==> config.mk <==
export PLATFORM = sky130hd
export DESIGN_NAME = isplit_top
export DESIGN_NICKNAME = d
export VERILOG_FILES = /design/src/rtl/isplit_pkg.sv /design/src/rtl/isplit_slice.sv /design/src/rtl/isplit_carry_reg.sv /design/src/rtl/isplit_top.sv
export SDC_FILE = /design/constraint.sdc
export NUM_CORES = 1
export LEC_CHECK = 0
export BUFFER_PORTS_ARGS = -buffer_cell sky130_fd_sc_hd__buf_2
export CORE_AREA = 2 2 159 161
export DETAILED_ROUTE_END_ITERATION = 6
export DIE_AREA = 0 0 161 163
export PLACE_DENSITY = 0.4
export SLEW_MARGIN = 10
export SYNTH_ARGS = -nofsm -noshare
export SYNTH_HDL_FRONTEND = slang
export SYNTH_SLANG_ARGS = --single-unit
==> constraint.sdc <==
create_clock -name clk -period 2 [get_ports clk]
set_input_delay 0.2 -clock clk [delete_from_list [all_inputs] [get_ports clk]]
set_output_delay 0.2 -clock clk [all_outputs]
set_load 0.05 [all_outputs]
==> src/rtl/isplit_pkg.sv <==
package isplit_pkg;

    typedef struct packed {
        logic        valid;
        logic        wide;
        logic [31:0] data;
    } slot_t;

    function automatic logic starts_wide(input logic [15:0] hw);
        return hw[1:0] == 2'b11;
    endfunction

endpackage

==> src/rtl/isplit_slice.sv <==
module isplit_slice
    import isplit_pkg::*;
(
    input  logic        carry_in,
    input  logic [15:0] prev_hw,
    input  logic [31:0] parcel,
    output slot_t       first_o,
    output slot_t       second_o,
    output logic        carry_o
);
    logic upper_starts;

    always_comb begin
        // first slot: straddled 32-bit, aligned 32-bit, or 16-bit
        first_o.valid = 1'b1;
        if (carry_in) begin
            first_o.wide = 1'b1;
            first_o.data = {parcel[15:0], prev_hw};
        end else if (starts_wide(parcel[15:0])) begin
            first_o.wide = 1'b1;
            first_o.data = parcel;
        end else begin
            first_o.wide = 1'b0;
            first_o.data = {16'h0000, parcel[15:0]};
        end

        // upper halfword begins an instruction unless covered by an aligned 32-bit one
        upper_starts    = carry_in | ~starts_wide(parcel[15:0]);
        second_o.valid  = upper_starts & ~starts_wide(parcel[31:16]);
        second_o.wide   = 1'b0;
        second_o.data   = {16'h0000, parcel[31:16]};
        carry_o         = upper_starts & starts_wide(parcel[31:16]);
    end

endmodule

==> src/rtl/isplit_carry_reg.sv <==
module isplit_carry_reg (
    input  logic        clk,
    input  logic        rst_n,
    input  logic        flush,
    input  logic        load,
    input  logic        carry_in,
    input  logic [15:0] hw_in,
    output logic        carry_q,
    output logic [15:0] hw_q
);
    typedef struct packed {
        logic        carry;
        logic [15:0] hw;
    } carry_state_t;

    carry_state_t state_d, state_q;

    always_comb begin
        state_d = state_q;
        if (flush) begin
            state_d = '0;
        end else if (load) begin
            state_d.carry = carry_in;
            state_d.hw    = hw_in;
        end
    end

    always_ff @(posedge clk or negedge rst_n) begin
        if (!rst_n) state_q <= '0;
        else        state_q <= state_d;
    end

    assign carry_q = state_q.carry;
    assign hw_q    = state_q.hw;

endmodule

==> src/rtl/isplit_top.sv <==
module isplit_top
    import isplit_pkg::*;
#(
    parameter int NUM_SLICES = 4
) (
    input  logic                       clk,
    input  logic                       rst_n,
    input  logic                       flush,
    input  logic                       fetch_valid,
    input  logic [32*NUM_SLICES-1:0]   fetch_data,
    output logic [2*NUM_SLICES-1:0]    slot_valid,
    output logic [2*NUM_SLICES-1:0]    slot_wide,
    output logic [64*NUM_SLICES-1:0]   slot_data
);
    localparam int FETCH_W   = 32 * NUM_SLICES;
    localparam int NUM_SLOTS = 2 * NUM_SLICES;

    logic [NUM_SLICES:0] carry_chain;
    logic                carry_q;
    logic [15:0]         hw_q;
    slot_t               first_s  [NUM_SLICES];
    slot_t               second_s [NUM_SLICES];

    assign carry_chain[0] = carry_q;

    for (genvar i = 0; i < NUM_SLICES; i++) begin : g_slice
        logic [15:0] prev_hw;
        if (i == 0) begin : g_head
            assign prev_hw = hw_q;
        end else begin : g_body
            assign prev_hw = fetch_data[32*i-1 -: 16];
        end

        isplit_slice i_slice (
            .carry_in (carry_chain[i]),
            .prev_hw  (prev_hw),
            .parcel   (fetch_data[32*i +: 32]),
            .first_o  (first_s[i]),
            .second_o (second_s[i]),
            .carry_o  (carry_chain[i+1])
        );

        assign slot_valid[2*i]          = fetch_valid & first_s[i].valid;
        assign slot_wide[2*i]           = first_s[i].wide;
        assign slot_data[64*i +: 32]    = first_s[i].data;
        assign slot_valid[2*i+1]        = fetch_valid & second_s[i].valid;
        assign slot_wide[2*i+1]         = second_s[i].wide;
        assign slot_data[64*i+32 +: 32] = second_s[i].data;
    end

    isplit_carry_reg i_carry_reg (
        .clk      (clk),
        .rst_n    (rst_n),
        .flush    (flush),
        .load     (fetch_valid),
        .carry_in (carry_chain[NUM_SLICES]),
        .hw_in    (fetch_data[FETCH_W-1 -: 16]),
        .carry_q  (carry_q),
        .hw_q     (hw_q)
    );

    logic unused_ok;
    assign unused_ok = ^NUM_SLOTS;

endmodule

==> out/qor.txt <==
number of clock sinks - 17
Via density - 3.78
DRC violation count after routing - 0
fin cells - 1,076
maximum operating frequency - 0.446 GHz
Max rail drop VDD - 247 uV
Crit path arrival time - 2.04 ns
clock buffer depth - 2
number of top-level pins - 404
fill cell instance count of the final layout - 2,637
placed instance count - 1,046
final design utilization - 27.9%
setup slack after placement - -0.129 ns
number of levels the H-tree was split into - 1
final count of hold timing violations - 0
Worst Setup Start Kind - flop
status - complete, but fails checks
Starting Density - 14.1%
die footprint - 26,200 um2
Distinct cells, synth - 32
Synth top area share - 29.9%
post-synthesis cell count - 451
last weighted congestion value of the routability-driven placer - 0.786
via count of the first global-routing pass - 3,754
CORE AREA - 24,700 um2
post-layout instance area - 6890 um2
total CTS buffers - 3
setup-violating endpoint count in the final report - 100
net count reported at finish - 879
unrepaired setup endpoints after global routing - yes
Max Clock Skew - 0 ns
number of synthesis warnings - 0
maximum fanout along the worst path - 6
Slew Limit Fails - 0
ANT cells - 0
Iteration-0 DRC Markers - 125
max-capacitance violation count - 0
total routing usage reported by global routing - 14.7%
global-route wire length before repair - 27,800 um
biggest area consumer among synthesized cells - sky130_fd_sc_hd__buf_4
required time reported for the critical path endpoint - 1.80 ns
Synth Register Bits - 17
clock edge transition at the registers on the reported setup and hold paths - 0.06 ns
largest net degree at the start of global routing - 35
TritonCTS clock tree - yes
clk_lat worst skew - 0.25 ns
summed instance area of the synthesized netlist - 3470 um2
vias - 4,068
initial antenna violation count - 1
DP HPWL - 17,200 um
post-placement cell area - 5370 um2
number of antenna-violating nets in the routed design - 0
Area growth, synth to finish - 98.4%
violations in the final reports - negative setup slack
mean routed wirelength per cell - 20.2 um
buffer type at the clock tree root - sky130_fd_sc_hd__clkbuf_16
Placement Rows - 58
Syn Area/Cell - 7.69 um2
first-pass detailed-route iteration total - 4
top cells by area, synth - sky130_fd_sc_hd__buf_4 30%, sky130_fd_sc_hd__mux2_2 17%, sky130_fd_sc_hd__dfrtp_1 12%
proportion of layout cells with a drive suffix above 1 - 70.6%
wire length after detailed routing - 21,700 um
fraction of the yosys area taken by sequential cells - 12.3%
part of the cycle the worst path needs - 112%
crit end category - output pin
power density normalized to cell area - 537 nW/um2
worst-case setup margin in the final layout - -0.243 ns
min-delay worst type - input port to flop
clock period minus worst slack - 2.24 ns
die height - 163 um
Die X-Extent - 161 um
quantity of I/O buffers inserted on ports - 335
class of the most critical setup path - flop to output pin
Lkg Pwr - 3.70 nW
Remaining Overflow, GRT - 0
==> logic make-up after synthesis <==
group / after synthesis / synth area share, %
buf+inv: 165 / 33.8
simple gates: 152 / 19.5
mux: 74 / 24.0
compound gates: 42 / 10.4
flops: 17 / 12.3
other cells: 1 / 0.108
==> synth_stat cells <==
cell and number:
sky130_fd_sc_hd__conb_1 1, sky130_fd_sc_hd__mux2_2 53, sky130_fd_sc_hd__a21o_1 1, sky130_fd_sc_hd__and3_1 14, sky130_fd_sc_hd__dfrtp_1 17, sky130_fd_sc_hd__or2_2 4
sky130_fd_sc_hd__nand2_1 83, sky130_fd_sc_hd__nor2b_1 2, sky130_fd_sc_hd__a21boi_0 4, sky130_fd_sc_hd__or2_1 1, sky130_fd_sc_hd__o311a_1 1, sky130_fd_sc_hd__mux2i_1 16
sky130_fd_sc_hd__nor2_2 1, sky130_fd_sc_hd__a21oi_1 3, sky130_fd_sc_hd__nand4_1 1, sky130_fd_sc_hd__o21a_1 2, sky130_fd_sc_hd__buf_1 7, sky130_fd_sc_hd__nor2_1 20
sky130_fd_sc_hd__clkbuf_1 12, sky130_fd_sc_hd__and2_1 5, sky130_fd_sc_hd__buf_2 4, sky130_fd_sc_hd__buf_4 138, sky130_fd_sc_hd__o221a_1 1, sky130_fd_sc_hd__nor3_1 1
sky130_fd_sc_hd__nand2b_1 4, sky130_fd_sc_hd__a21oi_4 1, sky130_fd_sc_hd__o211a_1 1, sky130_fd_sc_hd__buf_6 4, sky130_fd_sc_hd__nand3_1 15, sky130_fd_sc_hd__and3b_1 1
sky130_fd_sc_hd__a22o_1 28, sky130_fd_sc_hd__mux2_4 5
==> state kept, by name, summed over array words and instances, names as in the netlist <==
| register | count |
|---|---|
| i_carry_reg.carry_q | 1 |
| i_carry_reg.hw_q | 16 |
==> power by group <==
group          internal, W  switching (W)  leakage (nW)
registers         0.000364      0.0000139         0.226
clock network     0.000268       0.000141        0.0409
logic             0.000970        0.00194          3.43
==> critical path: stages (launching register included) <==
cell	delay [ns]
sky130_fd_sc_hd__dfrtp_1	0.35
sky130_fd_sc_hd__and3b_2	0.26
sky130_fd_sc_hd__or2_4	0.27
sky130_fd_sc_hd__a21oi_4	0.15
sky130_fd_sc_hd__buf_6	0.16
sky130_fd_sc_hd__buf_12	0.14
sky130_fd_sc_hd__mux2_4	0.31
sky130_fd_sc_hd__buf_6	0.15
==> worst paths after layout <==
kind                                                       from                                to  slack (ns)  cells after the start
max in group asynchronous                                 rst_n  i_carry_reg.hw_q[14]$_DFFE_PN0P_        1.28                      2
min in group asynchronous                                 rst_n   i_carry_reg.hw_q[6]$_DFFE_PN0P_        0.42                      2
worst min register to register  i_carry_reg.hw_q[9]$_DFFE_PN0P_   i_carry_reg.hw_q[9]$_DFFE_PN0P_        0.52                      2
worst max-delay path            i_carry_reg.carry_q$_DFFE_PN0P_                    slot_data[141]       -0.24                      7
worst max register to register  i_carry_reg.carry_q$_DFFE_PN0P_   i_carry_reg.carry_q$_DFFE_PN0P_        0.12                      6
worst min-delay path                            fetch_data[119]   i_carry_reg.hw_q[7]$_DFFE_PN0P_        0.25                      3
==> layer usage <==
layer / routed length (um) / vias up / part of all wire, % / GRT usage [%]
met2: 11500 / 227 / 53 / 28.3
met4: 245 / 0 / 1.1 / 1.83
met5: 0 / - / 0 / 0
met1: 8870 / 1929 / 41 / 18.1
li1: - / 1904 / - / -
met3: 1080 / 8 / 5.0 / 1.58
==> placed cells by master (no fill, tap or decap), types with 16 or more instances in the layout <==
cell                      count
sky130_fd_sc_hd__buf_12      24
sky130_fd_sc_hd__buf_2      229
sky130_fd_sc_hd__buf_4       23
sky130_fd_sc_hd__buf_6       68
sky130_fd_sc_hd__buf_8       37
sky130_fd_sc_hd__conb_1      68
sky130_fd_sc_hd__dfrtp_1     17
sky130_fd_sc_hd__mux2_2      25
sky130_fd_sc_hd__mux2_4      33
sky130_fd_sc_hd__mux2i_1     16
sky130_fd_sc_hd__nand2_1     46
sky130_fd_sc_hd__nand2_2     25
sky130_fd_sc_hd__nor2_1      18
==> repair_timing <==
| item | CTS | global route |
|---|---|---|
| gates cloned | 5 | 3 |
| endpoints found under the hold margin | 17 | 0 |
| gates resized for setup | 242 | 76 |
| buffers inserted | 9 | 11 |
| endpoints found under the setup margin | 102 | 103 |
| hold buffers | 1 | 0 |
| pin swaps | 8 | 24 |
==> per-stage QoR <==
| step | TNS [ns] | hold slack (ns) | power, W |
|---|---|---|---|
| after floorplan | -4.71 | -0.0956 | 0.00232 |
| after global placement | -1.93 | 0.161 | 0.00286 |
| after detailed placement | -3.45 | 0.167 | 0.00286 |
| after CTS | -15.26 | 0.252 | 0.00361 |
| after global routing | -22.20 | 0.271 | 0.00383 |
| final | -15.32 | 0.252 | 0.00369 |
==> layout make-up <==
class / count / area [um2] / area share, %
tap: 330 / 413 / 6.00
clock inverter: 1 / 5.00 / 0.0727
sequential: 17 / 425 / 6.18
timing repair buffer: 389 / 3320 / 48.2
multi-input combinational: 336 / 2650 / 38.5
clock buffer: 3 / 75.1 / 1.09
No activity file was read; power rests on OpenSTA's default activity.
